[config.mk]
export PLATFORM = sky130hd
export DESIGN_NAME = core_rail_suspend
export DESIGN_NICKNAME = d
export VERILOG_FILES = /design/src/rtl/rail_sus_pkg.sv /design/src/rtl/rail_compare.sv /design/src/rtl/sticky_status.sv /design/src/rtl/core_rail_suspend.sv
export SDC_FILE = /design/constraint.sdc
export NUM_CORES = 1
export LEC_CHECK = 0
export ABC_CLOCK_PERIOD_IN_PS = 1000
export CORE_AREA = 2 2 39 41
export DETAILED_ROUTE_END_ITERATION = 8
export DIE_AREA = 0 0 41 43
export DONT_BUFFER_PORTS = 1
export PLACE_DENSITY = 0.32
export SLEW_MARGIN = 5
export SYNTH_ARGS = -nofsm -noshare
export SYNTH_HDL_FRONTEND = slang
export SYNTH_SLANG_ARGS = --single-unit
export TNS_END_PERCENT = 30
[constraint.sdc]
create_clock -name clk -period 1 [get_ports clk]
set_input_delay 0.05 -clock clk [delete_from_list [all_inputs] [get_ports clk]]
set_output_delay 0.05 -clock clk [all_outputs]
set_load 0.005 [all_outputs]
[src/rtl/rail_sus_pkg.sv]
package rail_sus_pkg;
  // Strict unsigned compare: a reading equal to the threshold counts as healthy.
  function automatic logic reading_low(input logic [31:0] code, input logic [31:0] lim);
    return code < lim;
  endfunction

  // Next value of the sticky flag: a new event wins over a clear.
  function automatic logic sticky_next(input logic cur, input logic set_ev, input logic clr);
    return set_ev | (cur & ~clr);
  endfunction
endpackage

[src/rtl/rail_compare.sv]
module rail_compare #(
  parameter int DATA_W = 8
) (
  input  logic              clk,
  input  logic              rst_n,
  input  logic [DATA_W-1:0] rail_code,
  input  logic [DATA_W-1:0] low_limit,
  input  logic              conv_valid,
  output logic              low_evt,
  output logic              ok_evt,
  output logic              rail_low_live
);
  import rail_sus_pkg::*;

  localparam int PadW = 32 - DATA_W;

  logic is_low;

  always_comb begin
    is_low  = reading_low({{PadW{1'b0}}, rail_code}, {{PadW{1'b0}}, low_limit});
    low_evt = conv_valid & is_low;
    ok_evt  = conv_valid & ~is_low;
  end

  always_ff @(posedge clk or negedge rst_n) begin
    if (!rst_n)          rail_low_live <= 1'b0;
    else if (conv_valid) rail_low_live <= is_low;
  end
endmodule

[src/rtl/sticky_status.sv]
module sticky_status (
  input  logic clk,
  input  logic rst_n,
  input  logic set_ev,
  input  logic clr,
  input  logic alert_en,
  output logic sts,
  output logic alert
);
  import rail_sus_pkg::*;

  always_ff @(posedge clk or negedge rst_n) begin
    if (!rst_n) sts <= 1'b0;
    else        sts <= sticky_next(sts, set_ev, clr);
  end

  assign alert = sts & alert_en;
endmodule

[src/rtl/core_rail_suspend.sv]
module core_rail_suspend #(
  parameter int DATA_W = 8
) (
  input  logic              clk,
  input  logic              rst_n,
  input  logic [DATA_W-1:0] rail_code,
  input  logic [DATA_W-1:0] low_limit,
  input  logic              alert_en,
  input  logic              conv_valid,
  input  logic              status_clr,
  output logic              rail_low_sts,
  output logic              alert_req,
  output logic              therm_tmr_hold,
  output logic              tmin_freeze,
  output logic              shdn_inhibit
);
  // Named internal events, used by the bound checker.
  logic low_evt;
  logic ok_evt;
  logic rail_low_live;

  rail_compare #(.DATA_W(DATA_W)) u_cmp (
    .clk          (clk),
    .rst_n        (rst_n),
    .rail_code    (rail_code),
    .low_limit    (low_limit),
    .conv_valid   (conv_valid),
    .low_evt      (low_evt),
    .ok_evt       (ok_evt),
    .rail_low_live(rail_low_live)
  );

  sticky_status u_sts (
    .clk     (clk),
    .rst_n   (rst_n),
    .set_ev  (low_evt),
    .clr     (status_clr),
    .alert_en(alert_en),
    .sts     (rail_low_sts),
    .alert   (alert_req)
  );

  // The gating outputs follow the live comparison, never the sticky flag.
  assign therm_tmr_hold = rail_low_live;
  assign tmin_freeze    = rail_low_live;
  assign shdn_inhibit   = rail_low_live;
endmodule

==> results.json, run 1 <==
{
  "worst-setup-path-type": "reg -> reg",
  "row_count": 14,
  "period_share_pct": 87.4,
  "grt_overflow": 0,
  "leakagePower_nw": 0.176,
  "drt_iter0_drc": 0,
  "power.switching_mw": 0.0994,
  "dp_cells": 49,
  "crit_slowest_cell": "dfrtp_1",
  "wl_um": 563,
  "gp_congestion": 0.616,
  "yosys_warnings": 0,
  "route.detailed.drc": 0,
  "synthToLayoutAreaGrowth_pct": 15.3,
  "yosys-top-cells-area": "ha_1 (30%), dfrtp_1 (17%), inv_1 (8.9%)",
  "dp_slack_ns": -0.00390,
  "rsz0062_at_grt": "false",
  "num_io_pins": 26,
  "grt_start_max_net_pins": 4,
  "seqPwrFrac_pct": 26.9,
  "cts-resized-gates": 0,
  "stdcell_count": 53,
  "netlist-cell-type-count": 13,
  "numPortBuffers": 0,
  "core-area_um2": 1380,
  "setup_ws_ns": 0.126,
  "finalMaxSlewViolations": 0,
  "fin_setup_tns_ns": 0,
  "vias": 245,
  "die_w_um": 41,
  "worstMarginPinSlew_ns": 0.233,
  "clock.fmax_mhz": 1140,
  "cpPeakStageDelay_ns": 0.39,
  "yosysSeqAreaShare_pct": 17.0,
  "netlist_area_um2": 294,
  "synth_compound_area_share_pct": 17.4,
  "clk-insertion-delay-late_ns": 0.22,
  "synthAdderAreaFrac_pct": 29.8,
  "yosys.area_share.simple_pct": 21.7,
  "internal-power_mw": 0.276,
  "antenna_left": 0,
  "yosys-mux-area-fraction_pct": 0,
  "grt_use_total_pct": 7.22,
  "synth_top_family_by_area": "adder cells",
  "cts_setup_buffers": 0,
  "arrival_ns": 0.96,
  "dr.pass1.iters": 1,
  "path_cells": "nand2b_1 > nor2b_1 > a32oi_1",
  "synth_top_area_share_pct": 29.8,
  "ys_seq_elements": 2,
  "clockPowerShare_pct": 46.5,
  "viasPerCell": 4.62,
  "die_area_um2": 1760,
  "switching_share_pct": 26.5,
  "hold_violations": 0,
  "powerDensity_nw_per_um2": 1110,
  "outcome": "finished, final reports clean",
  "drive_gt1_share_pct": 13.5,
  "setup_viol": 0,
  "finalCriticalPeriod_ns": 0.874,
  "path_clk_slew_ns": 0.03,
  "fin_skew_ns": 0,
  "synthesis.nets": 62,
  "start_util_pct": 21.2,
  "cts_tree": "built",
  "cap_violations": 0,
  "cts_hold_buf": 1,
  "cts_buffer_depth": 2,
  "ir_worst_vdd_mv": 0.393,
  "cts_made_buffers": 3,
  "antenna_found_initial": 0,
  "layout_common_cells": "inv_1 (7), ha_1 (7)",
  "grt_pass1_vias": 262,
  "p_comb_share_pct": 26.6,
  "synth_top_area_cell": "ha_1",
  "synth-xor-area-share_pct": 0,
  "post_drt_wl_per_cell_um": 10.6,
  "synth_cells": 34,
  "htreeDepth": 1,
  "hpwl_um": 519,
  "die_h_um": 43,
  "syn_avg_cell_area_um2": 8.65,
  "clock-sinks": 2,
  "critPathMaxFanout": 3,
  "hold_path_class": "in -> reg",
  "total_power_mw": 0.376,
  "critPathCaptureType": "flop",
  "final_nets": 67,
  "cp-start-kind": "flop",
  "cts_root_buf": "clkbuf_4",
  "grt_pass1_wl_um": 862,
  "crit_required_ns": 1.09,
  "diodes": 0,
  "relSlewSlack_pct": 84.3
}
-- final timing paths --
path	startpoint	end	slack, ns	cells past startpoint
min in group asynchronous	rst_n	u_sts.sts	0.06	1
max in group asynchronous	rst_n	u_cmp.rail_low_live	0.81	1
min	conv_valid	u_cmp.rail_low_live	0.03	2
min reg2reg	u_cmp.rail_low_live	u_cmp.rail_low_live	0.55	2
max	u_sts.sts	u_sts.sts	0.13	3
max reg2reg	u_sts.sts	u_sts.sts	0.13	3
-- flip-flops by register name (all words and copies together) (netlist names) --
signal               cells
u_cmp.rail_low_live      1
u_sts.sts                1
-- area by class of cell --
cell class                      instances  area [um^2]
Timing Repair Buffer                    2         17.5
Fill cell                             166         1040
Inverter                                7         26.3
Tap cell                               16         20.0
Sequential cell                         2         50.0
Clock buffer                            3         22.5
Multi-Input combinational cell         23          203
-- per-stage QoR --
step / hold slack (ns) / util [%] / instance area (um^2)
floorplan: -0.246 / - / 294
global placement: -0.246 / 22.2 / 307
detailed placement: -0.246 / 22.2 / 307
CTS: 0.0243 / 24.5 / 339
global route: 0.0622 / 24.5 / 339
finish: 0.0268 / 24.5 / 339
-- critical path: cells and delay by family, from the launching register on --
kind,cells,cell delay [ns]
and+or+nand+nor,2,0.25
AOI/OAI and AO/OA,1,0.11
DFF,1,0.39
-- per-layer routing --
layer,share of wire [%],routed length (um),vias up,GRT usage (%)
li1,-,-,125,-
met1,38,215,106,7.05
met2,52,291,14,11.9
met3,9.9,56,0,3.14
met4,0,0,0,4.00
met5,0,0,-,0
-- synthesized netlist by cell type --
library cell  number
nand4_1            1
buf_4              2
a211oi_1           1
inv_1              7
nor2b_1            3
o21ai_0            3
a32oi_1            2
ha_1               7
a2111o_1           1
nand2b_4           1
nand2b_1           3
dfrtp_1            2
and2_1             1
-- power by group through the flow --
stage | Clock (mW) | Sequential [mW] | Combinational, mW
6_report | 0.175 | 0.101 | 0.0999
5_1_grt | 0.186 | 0.103 | 0.118
4_1_cts | 0.183 | 0.101 | 0.103
3_5_place_dp | 0 | 0.102 | 0.0980
3_3_place_gp | 0 | 0.103 | 0.0947
2_1_floorplan | 0 | 0.103 | 0.0848
-- logic make-up after synthesis --
family	Yosys count
and+or+nand+nor	9
AOI/OAI and AO/OA	7
adders and majority gates	7
buffers and inverters	9
DFF	2
Power figures use the tool's default switching activity.
==> run 2, diff against run 1 <==
- ABC_CLOCK_PERIOD_IN_PS: 1000 -> 900
- clock period: 1 -> 0.9 ns (I/O delays scaled with it)
==> results.json, run 2 (synthesis results as in run 1) <==
{
  "outcome": "finished, final reports clean",
  "antenna_left": 0,
  "cts_buffer_depth": 2,
  "relSlewSlack_pct": 84.2,
  "grt_overflow": 0,
  "post_drt_wl_per_cell_um": 10.5,
  "cap_violations": 0,
  "critPathCaptureType": "output pin",
  "clk-insertion-delay-late_ns": 0.23,
  "rsz0062_at_grt": "true",
  "viasPerCell": 4.76,
  "crit_slowest_cell": "dfrtp_1",
  "wl_um": 566,
  "worstMarginPinSlew_ns": 0.234,
  "met2_usage_pct": 10.9,
  "synthToLayoutAreaGrowth_pct": 20.9,
  "die_h_um": 43,
  "setup_viol": 0,
  "finalCriticalPeriod_ns": 0.895,
  "hpwl_um": 526,
  "drive_gt1_share_pct": 21.1,
  "antenna_found_initial": 0,
  "globalRouteMet3Util_pct": 4.71,
  "top_regs": "u_cmp.rail_low_live x1, u_sts.sts x1",
  "cp-start-kind": "flop",
  "final_nets": 68,
  "die_w_um": 41,
  "drt_iter0_drc": 0,
  "period_share_pct": 99.4,
  "place_area_um2": 314,
  "dr.pass1.iters": 1,
  "route.detailed.drc": 0,
  "num_io_pins": 26,
  "numPortBuffers": 0,
  "die_area_um2": 1760,
  "setup_ws_ns": 0.00513,
  "stdcell_count": 54,
  "diodes": 0,
  "vias": 257,
  "powerDensity_nw_per_um2": 1250,
  "cpPeakStageDelay_ns": 0.37,
  "cts_made_buffers": 3,
  "grt_busiest_layer": "met2",
  "start_util_pct": 21.2,
  "grt_pass1_vias": 250,
  "path_clk_slew_ns": 0.03,
  "fin_area_um2": 355,
  "fillers": 161,
  "hold_violations": 0,
  "row_count": 14,
  "crit_required_ns": 0.85,
  "seq_area_um2": 50.0,
  "layout_common_cells": "inv_1 (7), ha_1 (7), o21ai_0 (3), nand2b_1 (3), clkbuf_4 (3)",
  "ir_worst_vdd_mv": 0.226,
  "arrival_ns": 0.85,
  "htreeDepth": 1,
  "fin_skew_ns": 0,
  "dp_cells": 50,
  "critPathMaxFanout": 2,
  "gp_congestion": 0.596,
  "grt_use_met1_pct": 7.07,
  "clock.fmax_mhz": 1120,
  "grt_use_total_pct": 7.83,
  "finalMaxSlewViolations": 0,
  "leakagePower_nw": 0.185,
  "multi_input_area_um2": 208,
  "core-area_um2": 1380,
  "total_power_mw": 0.444,
  "cts_root_buf": "clkbuf_4",
  "hold_path_class": "in -> reg",
  "clock-sinks": 2,
  "cts_setup_buffers": 0,
  "path_cells": "buf_6 > and2_4",
  "grt_start_max_net_pins": 4,
  "grt_pass1_wl_um": 855,
  "dp_slack_ns": -0.0910,
  "cts_tree": "built",
  "fin_setup_tns_ns": 0,
  "worst-setup-path-type": "reg -> out"
}
run 2: cell types whose count changed in the layout (fill, tap and decap cells not counted):
| cell | previous run | this run |
|---|---|---|
| and2_4 | 0 | 1 |
| and2_1 | 1 | 0 |
| nor2b_2 | 0 | 1 |
| nor2b_1 | 3 | 2 |
| buf_6 | 0 | 1 |
run 2: what timing repair did:
| action | in CTS | in global routing |
|---|---|---|
| hold buffers | 1 | 0 |
| resized for setup | 2 | 1 |
| endpoints found under the hold margin | 2 | 0 |
| setup endpoints to repair | 1 | 3 |
| pin swaps | 0 | 2 |
| cloned | 0 | 0 |
run 2: final timing paths:
path / slack [ns] / to / start / depth (start not counted)
worst max-delay path: 0.005 / alert_req / u_sts.sts / 2
worst min-delay path: 0.006 / u_cmp.rail_low_live / conv_valid / 2
worst max register to register: 0.06 / u_sts.sts / u_sts.sts / 3
worst min register to register: 0.55 / u_cmp.rail_low_live / u_cmp.rail_low_live / 2
max in group asynchronous: 0.73 / u_sts.sts / rst_n / 1
min in group asynchronous: 0.05 / u_cmp.rail_low_live / rst_n / 1
run 2: cell type report:
type | instances | share of cell area (%)
multi-input combinational | 23 | 58.5
sequential | 2 | 14.1
timing repair buffer | 3 | 8.10
inverter | 7 | 7.39
clock buffer | 3 | 6.34
tap | 16 | 5.63
run 2: through the flow:
stage,hold slack (ns),utilization (%)
global placement,-0.251,22.7
finish,0.00603,25.7
floorplan,-0.251,-
detailed placement,-0.251,22.7
global route,0.0442,25.7
CTS,0.00519,25.5
run 2: layer usage:
layer	share of wire (%)	vias to the layer above
li1	-	126
met1	35	113
met2	52	16
met3	11	2
met4	2.5	0
met5	0	-
run 2: critical path: cells and delay by family (launching register included):
kind          cells  cell delay (ns)
buf+inv           1             0.12
flops             1             0.37
simple gates      1             0.13
run 2: power breakdown:
part,total [mW],switching (mW),internal (mW)
logic,0.129,0.0572,0.0714
registers,0.110,0.00744,0.103
clock network,0.205,0.0577,0.148
total,0.444,0.122,0.322
==> run 3, diff against run 2 <==
- ABC_CLOCK_PERIOD_IN_PS: 900 -> 800
- PLACE_DENSITY: 0.32 -> 0.33
- RECOVER_POWER: default -> 100
- clock period: 0.9 -> 0.8 ns (I/O delays scaled with it)
==> results.json, run 3 (synthesis results as in run 1) <==
{
  "outcome": "finished, violations left",
  "failed_checks": "negative setup slack",
  "worstMarginPinSlew_ns": 0.257,
  "setup_ws_ns": -0.0878,
  "fin_setup_tns_ns": -0.146,
  "drive_gt1_share_pct": 23.1,
  "powerDensity_nw_per_um2": 1380,
  "start_util_pct": 21.2,
  "path_cells": "buf_6 > and2_4",
  "finalMaxSlewViolations": 0,
  "cts_setup_buffers": 0,
  "grt_pass1_wl_um": 924,
  "wl_um": 633,
  "cts_made_buffers": 3,
  "finalCriticalPeriod_ns": 0.888,
  "drt_iter0_drc": 0,
  "dp_cells": 51,
  "relSlewSlack_pct": 82.7,
  "row_count": 14,
  "top_regs": "u_cmp.rail_low_live x1, u_sts.sts x1",
  "post_drt_wl_per_cell_um": 11.5,
  "cts_root_buf": "clkbuf_4",
  "setup_viol": 3,
  "hpwl_um": 559,
  "grt_start_max_net_pins": 4,
  "fin_area_um2": 372,
  "numPortBuffers": 0,
  "arrival_ns": 0.85,
  "viasPerCell": 4.80,
  "cts_tree": "built",
  "total_power_mw": 0.515,
  "diodes": 0,
  "stdcell_count": 55,
  "htreeDepth": 1,
  "die_h_um": 43,
  "dr.pass1.iters": 1,
  "worst-setup-path-type": "reg -> out",
  "antenna_left": 0,
  "rsz0062_at_grt": "true",
  "leakagePower_nw": 0.197,
  "fin_skew_ns": 0,
  "crit_required_ns": 0.76,
  "cap_violations": 0,
  "path_clk_slew_ns": 0.03,
  "vias": 264,
  "critPathCaptureType": "output pin",
  "holdWs_ns": 0.0195,
  "grt_pass1_vias": 269,
  "hold_violations": 0,
  "grt_overflow": 0,
  "cpPeakStageDelay_ns": 0.37,
  "grt_use_total_pct": 8.92,
  "final_nets": 69,
  "die_area_um2": 1760,
  "num_io_pins": 26,
  "clock-sinks": 2,
  "clock.fmax_mhz": 1130,
  "critPathMaxFanout": 2,
  "period_share_pct": 111,
  "layout_common_cells": "inv_1 (7), ha_1 (7), o21ai_0 (3), nand2b_1 (3), clkbuf_4 (3)",
  "synthToLayoutAreaGrowth_pct": 26.4,
  "final_util_pct": 26.9,
  "dp_slack_ns": -0.187,
  "cp-start-kind": "flop",
  "gp_congestion": 0.613,
  "core-area_um2": 1380,
  "crit_slowest_cell": "dfrtp_1",
  "die_w_um": 41,
  "hold_path_class": "in -> reg",
  "cts_buffer_depth": 2,
  "clk-insertion-delay-late_ns": 0.22,
  "antenna_found_initial": 0,
  "route.detailed.drc": 0,
  "ir_worst_vdd_mv": 0.272,
  "place_area_um2": 322
}
-- run 3: changes by cell type in the layout (fill, tap and decap cells not counted), sizes merged --
cell  delta
buf      +1
-- run 3: per-layer routing --
layer | track usage, % | share of wire (%)
met1 | 7.99 | 36
met2 | 11.3 | 51
met5 | 0 | 0
met4 | 16.0 | 6.8
met3 | 2.09 | 5.2
-- run 3: area by class of cell --
class / count / area, um^2
Multi-Input combinational cell: 23 / 213
Tap cell: 16 / 20.0
Fill cell: 156 / 1010
Clock buffer: 3 / 22.5
Timing Repair Buffer: 4 / 40.0
Sequential cell: 2 / 50.0
Inverter: 7 / 26.3
-- run 3: worst max-delay path: cells and delay by family, from the launching register on --
family	cells	cell delay [ns]
flip-flops	1	0.37
buffers and inverters	1	0.12
AND/OR/NAND/NOR	1	0.13
-- run 3: final timing paths --
kind	from	endpoint	slack [ns]	cells after the start
worst max-delay path	u_sts.sts	alert_req	-0.09	2
worst min-delay path	status_clr	u_sts.sts	0.02	2
worst max register to register	u_cmp.rail_low_live	u_cmp.rail_low_live	-0.03	3
worst min register to register	u_sts.sts	u_sts.sts	0.58	2
max in group asynchronous	rst_n	u_cmp.rail_low_live	0.63	1
min in group asynchronous	rst_n	u_sts.sts	0.05	1
-- run 3: repair_timing --
action                                  in CTS  in global routing
hold buffers                                 1                  0
pin swaps                                    2                  0
resized for setup                            4                  0
endpoints found under the setup margin       6                  6
endpoints found under the hold margin        2                  0
-- run 3: power breakdown --
group          switching [mW]  total, mW  internal (mW)
Clock                  0.0610      0.227          0.166
Sequential            0.00962      0.126          0.116
Combinational          0.0686      0.162         0.0937
